--- config.mk ---
export PLATFORM = sky130hd
export DESIGN_NAME = sio_port
export DESIGN_NICKNAME = d
export VERILOG_FILES = /design/src/rtl/sio_pkg.sv /design/src/rtl/sio_tick_gen.sv /design/src/rtl/sio_async_tx.sv /design/src/rtl/sio_async_rx.sv /design/src/rtl/sio_sync_eng.sv /design/src/rtl/sio_port.sv
export SDC_FILE = /design/constraint.sdc
export NUM_CORES = 1
export LEC_CHECK = 0
export BUFFER_PORTS_ARGS = -buffer_cell sky130_fd_sc_hd__buf_2
export CORE_MARGIN = 5
export CORE_UTILIZATION = 30
export DETAILED_ROUTE_END_ITERATION = 16
export GPL_TIMING_DRIVEN = 0
export SLEW_MARGIN = 30
export SYNTH_ARGS = -nofsm -noshare
export SYNTH_HDL_FRONTEND = slang
export SYNTH_SLANG_ARGS = --single-unit
--- constraint.sdc ---
create_clock -name clk -period 2.2 [get_ports clk]
set_input_delay 0.44 -clock clk [delete_from_list [all_inputs] [get_ports clk]]
set_output_delay 0.44 -clock clk [all_outputs]
set_load 0.01 [all_outputs]
--- src/rtl/sio_pkg.sv ---
// Package sio_pkg
// Shared register addresses, control bit positions and the mode encoding
// for the serial port. Assumes an 8-bit control register.
package sio_pkg;
    typedef enum logic [1:0] {
        MODE_SHIFT  = 2'b00,
        MODE_ASYNC8 = 2'b01,
        MODE_FIX9   = 2'b10,
        MODE_VAR9   = 2'b11
    } sio_mode_e;

    localparam logic [1:0] ADR_CTL  = 2'd0;
    localparam logic [1:0] ADR_DATA = 2'd1;
    localparam logic [1:0] ADR_OWN  = 2'd2;
    localparam logic [1:0] ADR_MASK = 2'd3;

    localparam int B_HI   = 7;
    localparam int B_LO   = 6;
    localparam int B_FILT = 5;
    localparam int B_REN  = 4;
    localparam int B_TX9  = 3;
    localparam int B_RX9  = 2;
    localparam int B_TF   = 1;
    localparam int B_RF   = 0;
endpackage

--- src/rtl/sio_tick_gen.sv ---
// Module sio_tick_gen
// Makes the 16x sample tick for the asynchronous formats. In the fixed-rate
// format it divides the system clock. Otherwise it passes the external
// rate tick through. Assumes FIX_DIV is a multiple of 2*OVS.
module sio_tick_gen #(
    parameter int FIX_DIV = 64,
    parameter int OVS     = 16
) (
    input  logic clk,
    input  logic rst_n,
    input  logic fixed_sel,
    input  logic dbl,
    input  logic ext_tick,
    output logic tick
);
    localparam int SLOW_LIM = FIX_DIV / OVS;
    localparam int FAST_LIM = SLOW_LIM / 2;
    localparam int CW       = (SLOW_LIM > 2) ? $clog2(SLOW_LIM) : 1;

    logic [CW-1:0] cnt_q;
    logic [CW-1:0] lim;

    assign lim = dbl ? CW'(FAST_LIM - 1) : CW'(SLOW_LIM - 1);

    // Free-running divider, held at zero outside the fixed-rate format.
    always_ff @(posedge clk) begin
        if (!rst_n || !fixed_sel) cnt_q <= '0;
        else if (cnt_q >= lim)    cnt_q <= '0;
        else                      cnt_q <= cnt_q + 1'b1;
    end

    assign tick = fixed_sel ? (cnt_q >= lim) : ext_tick;
endmodule

--- src/rtl/sio_async_tx.sv ---
// Module sio_async_tx
// Asynchronous frame transmitter: start bit, DW data bits LSB first, an
// optional ninth bit, then a stop bit, each OVS ticks long. Gives a one-cycle
// event on the tick that puts the stop bit on the line. Assumes a load
// arrives only when the line is idle.
module sio_async_tx #(
    parameter int DW  = 8,
    parameter int OVS = 16
) (
    input  logic          clk,
    input  logic          rst_n,
    input  logic          tick,
    input  logic          load,
    input  logic          nine,
    input  logic          ninth,
    input  logic [DW-1:0] data,
    output logic          ser_out,
    output logic          stop_evt
);
    localparam int FW = DW + 3;
    localparam int CW = $clog2(OVS);
    localparam int BW = $clog2(FW + 1);

    logic [FW-1:0] sh_q;
    logic [CW-1:0] cnt_q;
    logic [BW-1:0] left_q;
    logic          last_tick;

    assign last_tick = tick && (left_q != '0) && (cnt_q == CW'(OVS - 1));

    // Frame shifter and bit-time counter.
    always_ff @(posedge clk) begin
        if (!rst_n) begin
            sh_q   <= '1;
            cnt_q  <= '0;
            left_q <= '0;
        end else if (load) begin
            sh_q   <= nine ? {1'b1, ninth, data, 1'b0} : {2'b11, data, 1'b0};
            left_q <= nine ? BW'(FW) : BW'(FW - 1);
            cnt_q  <= '0;
        end else if (tick && left_q != '0) begin
            if (last_tick) begin
                cnt_q  <= '0;
                sh_q   <= {1'b1, sh_q[FW-1:1]};
                left_q <= left_q - 1'b1;
            end else begin
                cnt_q  <= cnt_q + 1'b1;
            end
        end
    end

    assign ser_out  = sh_q[0];
    assign stop_evt = last_tick && (left_q == BW'(2));

    // the transmit event coincides with the stop bit appearing.
    a_r5_stop_follows_event: assert property (@(posedge clk) disable iff (!rst_n)
        stop_evt |=> ser_out);
endmodule

--- src/rtl/sio_async_rx.sv ---
// Module sio_async_rx
// Asynchronous frame receiver with OVS-times oversampling. It confirms the
// start bit at mid-bit, then samples each bit at mid-bit. It gives a
// one-cycle done at the middle of the stop bit. Assumes ser_in is already
// synchronous to clk.
module sio_async_rx #(
    parameter int DW  = 8,
    parameter int OVS = 16
) (
    input  logic          clk,
    input  logic          rst_n,
    input  logic          tick,
    input  logic          en,
    input  logic          nine,
    input  logic          ser_in,
    output logic          done,
    output logic [DW-1:0] byte_o,
    output logic          ninth_o,
    output logic          stop_o
);
    localparam int CW = $clog2(OVS);
    localparam int BW = $clog2(DW + 1);

    typedef enum logic [1:0] {S_IDLE, S_START, S_DATA, S_STOP} rx_st_e;

    rx_st_e        st_q;
    logic [CW-1:0] cnt_q;
    logic [BW-1:0] bit_q;
    logic [DW:0]   sh_q;
    logic [BW-1:0] last_bit;

    assign last_bit = nine ? BW'(DW) : BW'(DW - 1);

    // Frame sequencer: hunt, confirm start, sample data, sample stop.
    always_ff @(posedge clk) begin
        if (!rst_n || !en) begin
            st_q  <= S_IDLE;
            cnt_q <= '0;
            bit_q <= '0;
            if (!rst_n) sh_q <= '0;
        end else if (tick) begin
            case (st_q)
                S_IDLE: if (!ser_in) begin
                    st_q  <= S_START;
                    cnt_q <= '0;
                end
                S_START: if (cnt_q == CW'(OVS / 2 - 1)) begin
                    st_q  <= ser_in ? S_IDLE : S_DATA;
                    cnt_q <= '0;
                    bit_q <= '0;
                end else cnt_q <= cnt_q + 1'b1;
                S_DATA: if (cnt_q == CW'(OVS - 1)) begin
                    cnt_q <= '0;
                    sh_q  <= {ser_in, sh_q[DW:1]};
                    if (bit_q == last_bit) st_q <= S_STOP;
                    else                   bit_q <= bit_q + 1'b1;
                end else cnt_q <= cnt_q + 1'b1;
                default: if (cnt_q == CW'(OVS - 1)) begin
                    st_q  <= S_IDLE;
                    cnt_q <= '0;
                end else cnt_q <= cnt_q + 1'b1;
            endcase
        end
    end

    assign done    = tick && (st_q == S_STOP) && (cnt_q == CW'(OVS - 1));
    assign byte_o  = nine ? sh_q[DW-1:0] : sh_q[DW:1];
    assign ninth_o = sh_q[DW];
    assign stop_o  = ser_in;
endmodule

--- src/rtl/sio_sync_eng.sv ---
// Module sio_sync_eng
// Shift-register format engine. It sends or receives DW bits LSB first with
// a bit clock that idles high. Data changes on the falling edge and is
// sampled on the rising edge. Assumes SLOW_DIV and FAST_DIV are even.
module sio_sync_eng #(
    parameter int DW       = 8,
    parameter int SLOW_DIV = 12,
    parameter int FAST_DIV = 6
) (
    input  logic          clk,
    input  logic          rst_n,
    input  logic          fast,
    input  logic          start_tx,
    input  logic          start_rx,
    input  logic [DW-1:0] tx_data,
    input  logic          ser_in,
    output logic          busy,
    output logic          ser_out,
    output logic          sclk,
    output logic          done_tx,
    output logic          done_rx,
    output logic [DW-1:0] rx_byte
);
    localparam int PW = $clog2(SLOW_DIV);
    localparam int BW = (DW > 2) ? $clog2(DW) : 1;

    logic          act_q, is_tx_q, sclk_q;
    logic [PW-1:0] ph_q, last_ph, mid_ph;
    logic [BW-1:0] bit_q;
    logic [DW-1:0] sh_q;
    logic          end_bit;

    assign last_ph = fast ? PW'(FAST_DIV - 1) : PW'(SLOW_DIV - 1);
    assign mid_ph  = fast ? PW'(FAST_DIV / 2 - 1) : PW'(SLOW_DIV / 2 - 1);
    assign end_bit = act_q && (ph_q == last_ph);

    // Bit-phase sequencer, bit clock and the shared shift register.
    always_ff @(posedge clk) begin
        if (!rst_n) begin
            act_q <= 1'b0; is_tx_q <= 1'b0; sclk_q <= 1'b1;
            ph_q  <= '0;   bit_q   <= '0;   sh_q   <= '0;
        end else if (!act_q) begin
            if (start_tx || start_rx) begin
                act_q   <= 1'b1;
                is_tx_q <= start_tx;
                sclk_q  <= 1'b0;
                ph_q    <= '0;
                bit_q   <= '0;
                if (start_tx) sh_q <= tx_data;
            end
        end else if (ph_q == mid_ph) begin
            sclk_q <= 1'b1;
            ph_q   <= ph_q + 1'b1;
            if (!is_tx_q) sh_q <= {ser_in, sh_q[DW-1:1]};
        end else if (end_bit) begin
            ph_q  <= '0;
            bit_q <= bit_q + 1'b1;
            if (is_tx_q) sh_q <= {1'b1, sh_q[DW-1:1]};
            if (bit_q == BW'(DW - 1)) act_q <= 1'b0;
            else                      sclk_q <= 1'b0;
        end else begin
            ph_q <= ph_q + 1'b1;
        end
    end

    assign busy    = act_q;
    assign sclk    = sclk_q;
    assign ser_out = (act_q && is_tx_q) ? sh_q[0] : 1'b1;
    assign done_tx = end_bit && is_tx_q && (bit_q == BW'(DW - 1));
    assign done_rx = end_bit && !is_tx_q && (bit_q == BW'(DW - 1));
    assign rx_byte = sh_q;

    // a finished transfer leaves the engine idle with the clock high.
    a_r3_idle_after_done: assert property (@(posedge clk) disable iff (!rst_n)
        (done_tx || done_rx) |=> (!busy && sclk));
endmodule

--- src/rtl/sio_port.sv ---
// Module sio_port
// Four-mode serial port: control register, own-address and mask registers,
// receive buffer, multiprocessor address filter and framing-error flag.
// Assumes a synchronous register bus with a combinational read and
// serial inputs already synchronous to clk.
module sio_port #(
    parameter int DW       = 8,
    parameter int SLOW_DIV = 12,
    parameter int FAST_DIV = 6,
    parameter int FIX_DIV  = 64,
    parameter int OVS      = 16
) (
    input  logic          clk,
    input  logic          rst_n,
    input  logic          bus_wr,
    input  logic [1:0]    bus_addr,
    input  logic [DW-1:0] bus_wdata,
    output logic [DW-1:0] bus_rdata,
    input  logic          fe_view,
    input  logic          fast_shift,
    input  logic          dbl_rate,
    input  logic          rate_tick,
    input  logic          ser_in,
    output logic          ser_out,
    output logic          shift_clk,
    output logic          tx_irq,
    output logic          rx_irq
);
    import sio_pkg::*;

    logic          hi_q, lo_q, filt_q, ren_q, tx9_q, rx9_q, tf_q, rf_q, fe_q;
    logic [DW-1:0] own_q, mask_q, rbuf_q, bcast;
    sio_mode_e     mode;
    logic          is_async, nine, wr_ctl, wr_data, tick;
    logic          s_busy, s_out, s_done_tx, s_done_rx;
    logic [DW-1:0] s_byte, a_byte;
    logic          a_out, a_stop_evt, a_done, a_ninth, a_stop;
    logic          hit, accept, tf_evt, rf_evt, fe_evt;

    assign mode     = sio_mode_e'({hi_q, lo_q});
    assign is_async = (mode != MODE_SHIFT);
    assign nine     = hi_q;
    assign wr_ctl   = bus_wr && (bus_addr == ADR_CTL);
    assign wr_data  = bus_wr && (bus_addr == ADR_DATA);

    sio_tick_gen #(.FIX_DIV(FIX_DIV), .OVS(OVS)) u_tick (
        .clk(clk), .rst_n(rst_n), .fixed_sel(mode == MODE_FIX9),
        .dbl(dbl_rate), .ext_tick(rate_tick), .tick(tick));

    sio_sync_eng #(.DW(DW), .SLOW_DIV(SLOW_DIV), .FAST_DIV(FAST_DIV)) u_sync (
        .clk(clk), .rst_n(rst_n), .fast(fast_shift),
        .start_tx(wr_data && !is_async),
        .start_rx(!is_async && ren_q && !rf_q && !s_busy && !wr_data),
        .tx_data(bus_wdata), .ser_in(ser_in), .busy(s_busy), .ser_out(s_out),
        .sclk(shift_clk), .done_tx(s_done_tx), .done_rx(s_done_rx), .rx_byte(s_byte));

    sio_async_tx #(.DW(DW), .OVS(OVS)) u_atx (
        .clk(clk), .rst_n(rst_n), .tick(tick), .load(wr_data && is_async),
        .nine(nine), .ninth(tx9_q), .data(bus_wdata), .ser_out(a_out),
        .stop_evt(a_stop_evt));

    sio_async_rx #(.DW(DW), .OVS(OVS)) u_arx (
        .clk(clk), .rst_n(rst_n), .tick(tick), .en(ren_q && is_async),
        .nine(nine), .ser_in(ser_in), .done(a_done), .byte_o(a_byte),
        .ninth_o(a_ninth), .stop_o(a_stop));

    // Address filter: masked own-address match or broadcast match.
    assign bcast  = own_q | mask_q;
    assign hit    = (((a_byte ^ own_q) & mask_q) == '0) || ((a_byte & bcast) == bcast);
    assign accept = !filt_q || ((nine ? a_ninth : a_stop) && hit);

    assign tf_evt = s_done_tx || a_stop_evt;
    assign rf_evt = s_done_rx || (a_done && accept);
    assign fe_evt = a_done && !a_stop;

    // Control register: software write first, hardware events take priority.
    always_ff @(posedge clk) begin
        if (!rst_n) begin
            {hi_q, lo_q, filt_q, ren_q, tx9_q, rx9_q, tf_q, rf_q, fe_q} <= '0;
        end else begin
            if (wr_ctl) begin
                if (fe_view) fe_q <= bus_wdata[B_HI];
                else         hi_q <= bus_wdata[B_HI];
                lo_q   <= bus_wdata[B_LO];
                filt_q <= bus_wdata[B_FILT];
                ren_q  <= bus_wdata[B_REN];
                tx9_q  <= bus_wdata[B_TX9];
                rx9_q  <= bus_wdata[B_RX9];
                tf_q   <= bus_wdata[B_TF];
                rf_q   <= bus_wdata[B_RF];
            end
            if (tf_evt) tf_q <= 1'b1;
            if (rf_evt) rf_q <= 1'b1;
            if (fe_evt) fe_q <= 1'b1;
            if (a_done && accept) rx9_q <= nine ? a_ninth : a_stop;
        end
    end

    // Address registers and receive buffer.
    always_ff @(posedge clk) begin
        if (!rst_n) begin
            own_q <= '0; mask_q <= '0; rbuf_q <= '0;
        end else begin
            if (bus_wr && bus_addr == ADR_OWN)  own_q  <= bus_wdata;
            if (bus_wr && bus_addr == ADR_MASK) mask_q <= bus_wdata;
            if (s_done_rx)                      rbuf_q <= s_byte;
            else if (a_done && accept)          rbuf_q <= a_byte;
        end
    end

    // Read multiplexer with the bit-7 alias.
    always_comb begin
        bus_rdata = '0;
        case (bus_addr)
            ADR_CTL:  bus_rdata[7:0] = {fe_view ? fe_q : hi_q, lo_q, filt_q, ren_q,
                                        tx9_q, rx9_q, tf_q, rf_q};
            ADR_DATA: bus_rdata = rbuf_q;
            ADR_OWN:  bus_rdata = own_q;
            default:  bus_rdata = mask_q;
        endcase
    end

    assign ser_out = is_async ? a_out : s_out;
    assign tx_irq  = tf_q;
    assign rx_irq  = rf_q;

    // a transmit event always leaves the flag set.
    a_r10_tf_set_wins: assert property (@(posedge clk) disable iff (!rst_n)
        tf_evt |=> tx_irq);
    // a receive event always leaves the flag set.
    a_r6_rf_follows_event: assert property (@(posedge clk) disable iff (!rst_n)
        rf_evt |=> rx_irq);
    // the framing-error flag only falls through a control write.
    a_r7_fe_sticky: assert property (@(posedge clk) disable iff (!rst_n)
        (fe_q && !(wr_ctl && fe_view)) |=> fe_q);
    // a 9-bit frame without the address marker cannot raise the flag.
    a_r8_marker_gate: assert property (@(posedge clk) disable iff (!rst_n)
        (a_done && filt_q && nine && !a_ninth && !wr_ctl) |=> (rx_irq == $past(rx_irq)));
    // the receive flag rises only with reception enabled or by software.
    a_r11_rx_needs_enable: assert property (@(posedge clk) disable iff (!rst_n)
        ($rose(rx_irq) && !$past(wr_ctl)) |-> $past(ren_q));
endmodule

# == Word-level counts from Yosys, hierarchy flattened ==
# Index checks and enable logic that the tools add are counted.
# W data, S select, Z words.
# classes
addsub,7
magnitude_cmp,1
n_eq_ne,28
mux,76
bitwise_logic,7
n_reduce_logical,75
# ops
cell,n
$mux W8,10
$mux W4,16
$mux W9,5
$mux W11,3
$reduce_bool A2 Y1,15
$logic_and A1 B1 Y1,25
$mux W1,25
$pmux W8 S3,1
$add A4 B1 Y4 const B,4
$and A8 B8 Y8,2
$pmux W4 S2,2
$mux W3,5
$mux W2,7
$eq A4 B4 Y1,3
$ne A3 B3 Y1 const B,4
$eq A2 B2 Y1 const B,5
$logic_not A1 Y1,10
$mux W10,1
$ne A2 B2 Y1 const B,5
$reduce_and A2 Y1,5
$reduce_and A5 Y1,2
$eq A4 B4 Y1 const B,2
$eq A8 B8 Y1,1
$logic_not A8 Y1,1
other kinds (21),35
# totals
ff_bits,91
input_bits,18
out_inout_bits,12
word_cells,220

# == Logic depth before layout (Yosys ltp) ==
# logic_depth
ltp_word,10
depth_mapped,10
mapped_depth_nobuf,7

# == Hierarchy ==
# A second synthesis with hierarchy kept.
# hier_totals
cells_unflattened,525
area_unflattened_um2,4989.8
# by_module_without_submodules
module,instances,cells_per_inst,area_each_um2,seq_area_each_um2
sio_port,1,181,1780.5,660.6
sio_async_rx,1,109,1097.3,470.5
sio_sync_eng,1,113,1057.3,360.3
sio_async_tx,1,111,953.4,360.3
sio_tick_gen,1,11,101.3,40.0

# == Worst setup path before layout ==
# Ideal clock, no wire load.
# synth_timing
path_type,input to register
from,input port dbl_rate
to,"register u_arx.sh_q[0], enable pin"
setup_ps,390
t_arrival_ps,1857
required_ps,1810
setup_slack_ps,-47
stages,4
n_path_buf,0
cell_sequence,ha_1 > a21o_1 > mux2i_1 > o31ai_1
# synth_via
elab_chain_len,5
# synth_lines
element,line_no,rtl
"start, declared",sio_port.sv:21,"input logic dbl_rate,"
$mux W2,sio_tick_gen.sv:23,assign lim = dbl ? CW'(FAST_LIM - 1) : CW'(SLOW_LIM - 1);
$ge A2 B2 Y1,sio_tick_gen.sv:32,assign tick = fixed_sel ? (cnt_q >= lim) : ext_tick;
$mux W1,sio_tick_gen.sv:32,
$reduce_bool A2 Y1 (no source line),-,
$reduce_and A4 Y1 (no source line),-,
"end signal, assigned",sio_async_rx.sv:54,"sh_q <= {ser_in, sh_q[DW:1]};"
"end, declared",sio_async_rx.sv:29,logic [DW:0] sh_q;
# No other way between the ends.
# A chain may end at the register's enable or synchronous reset.

# == Final worst setup path ==
# layout_timing
from,register u_arx.sh_q[1]
to,register rbuf_q[6]
# layout_via
elab_chain_len,9
word_cells_on_any_way,11
classes_between,eq/ne (1); mux (1); bitwise (3); reduce/logical (6)
# layout_lines
element,line_no,rtl
$mux W8 *,sio_async_rx.sv:67,assign byte_o = nine ? sh_q[DW-1:0] : sh_q[DW:1];
$xor A8 B8 Y8,sio_port.sv:69,assign hit = (((a_byte ^ own_q) & mask_q) == '0) || ((a_byte & bcast) == bcast);
$and A8 B8 Y8,sio_port.sv:69,
$logic_not A8 Y1,sio_port.sv:69,
$logic_or A1 B1 Y1 *,sio_port.sv:69,
$logic_and A1 B1 Y1 *,sio_port.sv:70,assign accept = !filt_q || ((nine ? a_ninth : a_stop) && hit);
$logic_or A1 B1 Y1 *,sio_port.sv:70,
$logic_and A1 B1 Y1 *,sio_port.sv:107,else if (a_done && accept) rbuf_q <= a_byte;
$reduce_bool A2 Y1 (no source line) *,-,
"end signal, assigned",sio_port.sv:106,if (s_done_rx) rbuf_q <= s_byte;
"end signal, assigned",sio_port.sv:107,
"end, declared",sio_port.sv:32,"logic [DW-1:0] own_q, mask_q, rbuf_q, bcast;"
# Mark *: on every way between the ends. The rest lies on a longest branch, timed or not.

==> flow_metrics.env <==
export IMPL_status="finished with violations"
export IMPL_violations="setup timing"
export IMPL_via_per_inst=5.081
export IMPL_hp_class="in -> reg"
export IMPL_p_sw_share_pct=23.43
export IMPL_crit_end="rbuf_q[6]"
export IMPL_maxSlewHeadroom_pct=53.11
export IMPL_synth_fp_nets=550
export IMPL_cp_num_buf_inv=1
export IMPL_core_rowCount=45
export IMPL_fin_skew_ns=0.01121
export IMPL_crit_fanout=5
export IMPL_post_dp_hpwl_um=9392
export IMPL_antenna_found_initial=0
export IMPL_critPathMaxStageDelay_ns=0.44
export IMPL_p_leak_nw=2.213
export IMPL_finalHoldViolations=0
export IMPL_r2r_end="rbuf_q[6]"
export IMPL_cts_tree="yes"
export IMPL_tns_ns=-0.3938
export IMPL_multi_input_area_mm2=0.002743
export IMPL_routabilityCongestion=0.8449
export IMPL_area_growth_syn_to_layout_pct=18.86
export IMPL_ff2ff_path_depth=7
export IMPL_ys_warn_count=0
export IMPL_timing_rr_start="u_arx.sh_q[1]"
export IMPL_required_ns=2.47
export IMPL_seqCellArea_mm2=0.001896
export IMPL_ys_seq_elements=90
export IMPL_critPathKind="reg -> reg"
export IMPL_r2r_slack_ns=-0.08
export IMPL_synth_top_area_share_pct=34.62
export IMPL_cts_max_level=3
export IMPL_synth_top_area_cell="dfxtp_1"
export IMPL_pwr_share_clk_pct=44.6
export IMPL_cp_startpoint="u_arx.sh_q[1]"
export IMPL_cts_buffers_inserted=9
export IMPL_dieArea_mm2=0.01821
export IMPL_synthTopCellsByArea="dfxtp_1 35%, mux2i_1 10%, nor2_1 7.0%"
export IMPL_diodes=0
export IMPL_initial_core_util_pct=30.70
export IMPL_cts_root_buf="clkbuf_16"
export IMPL_grt_total_usage_pct=14.36
export IMPL_grt_pass1_wl_um=20710
export IMPL_clock_sinks=90
export IMPL_synth_cell_type_count=55
export IMPL_drt_iter0_drc=263
export IMPL_seq_area_frac_synth_pct=40.38
export IMPL_rsz0062_at_grt="yes"
export IMPL_wire_per_inst_um=16.17
export IMPL_dieWidth_um=135.0
export IMPL_path_depth=7
export IMPL_syn_area_mm2=0.004684
export IMPL_synthTopCellsByCount="87 x nor2_1, 81 x dfxtp_1, 58 x nand2_1"
export IMPL_p_int_mw=2.843
export IMPL_avgSynthCellArea_um2=8.957
export IMPL_worstMarginPinSlew_ns=0.7034
export IMPL_wl_met1_um=5830
export IMPL_wl_met3_um=559
export IMPL_power_share_combinational_pct=8.7
export IMPL_dr_pass1_iters=5
export IMPL_synthArstFlopShare_pct=0
export IMPL_cpLargestDelayFamily="compound AO/OA/AOI/OAI gates"
export IMPL_wl_met2_um=5983
export IMPL_clk_path_buf_depth=2
export IMPL_num_vias=3973
export IMPL_drive_gt1_share_pct=17.34
export IMPL_switchingPower_mw=0.8700
export IMPL_drv_cap=0
export IMPL_portBuffers=29
export IMPL_path_clk_slew_ns=0.07
export IMPL_ios=30
export IMPL_grt_overflow=0
export IMPL_critPathSlowestCell="edfxtp_1"
export IMPL_dp_slack_ns=-0.4144
export IMPL_critical_path_arrival_ns=2.55
export IMPL_postCtsHoldBufs=0
export IMPL_post_route_period_util_pct=103.8
export IMPL_setup_ws_ns=-0.08431
export IMPL_power_density_mw_per_mm2=666.9
export IMPL_syn_instance_count=523
export IMPL_ys_flop_type="dfxtp_1"
export IMPL_finish_utilization_pct=36.49
export IMPL_slew_viol_final=0
export IMPL_end_kind="register"
export IMPL_die_y_um=135.0
export IMPL_drt_total_wl_um=12640
export IMPL_vdd_drop_max_mv=0.3217
export IMPL_nets=594
export IMPL_coreArea_mm2=0.01526
export IMPL_drc=0
export IMPL_clock_latency_ns=0.34
export IMPL_finalSetupViolations=9
export IMPL_postRouteAntennaNets=0
export IMPL_fillers=1571
export IMPL_grt_max_degree=15
export IMPL_pwr_share_seq_pct=46.7
export IMPL_synth_edf_count=9
export IMPL_placed_cell_area_mm2=0.005099
export IMPL_period_minus_slack_ns=2.284
export IMPL_crit_chain="mux2_4, xor2_2, a2111oi_4, a41oi_2, o31ai_2, buf_4, mux2i_1"
export IMPL_design_area_mm2=0.005568
export IMPL_critPathLaunchType="register"
export IMPL_maxUsedRoutingLayer="met4"
export IMPL_max_freq_mhz=437.8
export IMPL_grt_pass1_vias=3917
export IMPL_yosysMostFrequentCell="nor2_1"
==> metal layers <==
| metal | track usage (%) | vias up |
|---|---|---|
| met5 | 0 | - |
| met4 | 5.095 | 0 |
| met3 | 2.124 | 17 |
| met2 | 23.82 | 101 |
| met1 | 19.09 | 1916 |
| li1 | - | 1939 |
==> logic make-up (layout without fill, tap and decap cells) <==
group / Yosys count / after routing / synth area share [%]
flip-flops: 90 / 90 / 40.38
adder cells (fa/ha/maj): 9 / 9 / 2.404
AO/OA/AOI/OAI: 74 / 74 / 10.66
AND/OR/NAND/NOR: 233 / 233 / 23.56
XOR/XNOR: 16 / 16 / 2.991
buffers and inverters: 34 / 82 / 3.151
multiplexers: 67 / 67 / 16.85
==> stage by stage <==
stage               total power, mW  hold WS (ns)  cells
finish                        3.713        0.4367    782
global placement              2.065        0.4274    763
CTS                           3.727        0.4285    782
detailed placement            2.076        0.4450    763
global route                  3.826        0.4652    782
floorplan                     1.957        0.4133    523
==> cell usage in the layout (no fill, tap or decap), types with 7 or more instances in the layout <==
cell type / Yosys / routed
o21ai_0: 15 / 15
a211oi_1: 7 / 7
or3_1: 14 / 13
mux4_2: 8 / 8
clkbuf_16: 0 / 9
xor2_1: 10 / 9
mux2_2: 11 / 9
nor2_1: 87 / 87
mux2i_1: 47 / 46
nand3_1: 17 / 17
and2_1: 10 / 10
buf_4: 2 / 11
and3_1: 9 / 9
dfxtp_1: 81 / 80
edfxtp_1: 9 / 9
nand2_1: 58 / 58
buf_2: 4 / 31
o22ai_1: 7 / 7
ha_1: 9 / 9
a21oi_1: 19 / 18
nand2b_1: 8 / 8
clkbuf_1: 17 / 17
==> what timing repair did <==
item | CTS | global route
cloned | 1 | 0
setup buffers | 6 | 2
pin swaps | 2 | 1
endpoints found under the setup margin | 44 | 37
resized for setup | 13 | 13
hold endpoints to repair | 0 | 0
==> flip-flops by register name, indices dropped and copies added, names as in the netlist, 2 cells and up <==
signal and count:
u_atx.cnt_q 4, u_arx.bit_q 4, u_atx.sh_q 10, u_tick.cnt_q 2, u_arx.cnt_q 4, rbuf_q 8
u_sync.rx_byte 8, mask_q 8, u_atx.left_q 4, own_q 8, u_arx.sh_q 9, u_arx.st_q 2
u_sync.bit_q 3, u_sync.ph_q 4
==> how the worst min path moves through the flow <==
| stage | startpoint | endpoint | slack, ns | cells past startpoint |
|---|---|---|---|---|
| after floorplan | u_tick.cnt_q[0] | u_tick.cnt_q[0] | 0.41 | 1 |
| after global placement | u_tick.cnt_q[0] | u_tick.cnt_q[0] | 0.43 | 1 |
| after detailed placement | u_tick.cnt_q[0] | u_tick.cnt_q[0] | 0.45 | 1 |
| after CTS | bus_wdata[6] | mask_q[6] | 0.43 | 3 |
| after global routing | bus_wdata[6] | own_q[6] | 0.47 | 3 |
| final | bus_wdata[6] | mask_q[6] | 0.44 | 3 |
==> power groups by stage <==
stage	clock (mW)	sequential (mW)	combinational (mW)
final	1.66	1.73	0.323
after detailed placement	0	1.77	0.310
after floorplan	0	1.75	0.202
after CTS	1.68	1.73	0.320
after global routing	1.73	1.74	0.355
after global placement	0	1.76	0.301
==> cell type report <==
type                    count  area share [%]
multi-input cells         399           49.26
flip-flops and latches     90           34.04
well taps                 211           4.742
clock buffers              12           4.427
repair buffers             38           3.933
plain buffers              23           2.022
clock inverters             3           1.169
inverters                   6          0.4045
==> tightest hold or removal path, stage by stage <==
cell and delay (ns):
buf_2 0.15, mux2i_1 0.08, nor2_1 0.07
No activity file was read; power rests on OpenSTA's default activity.
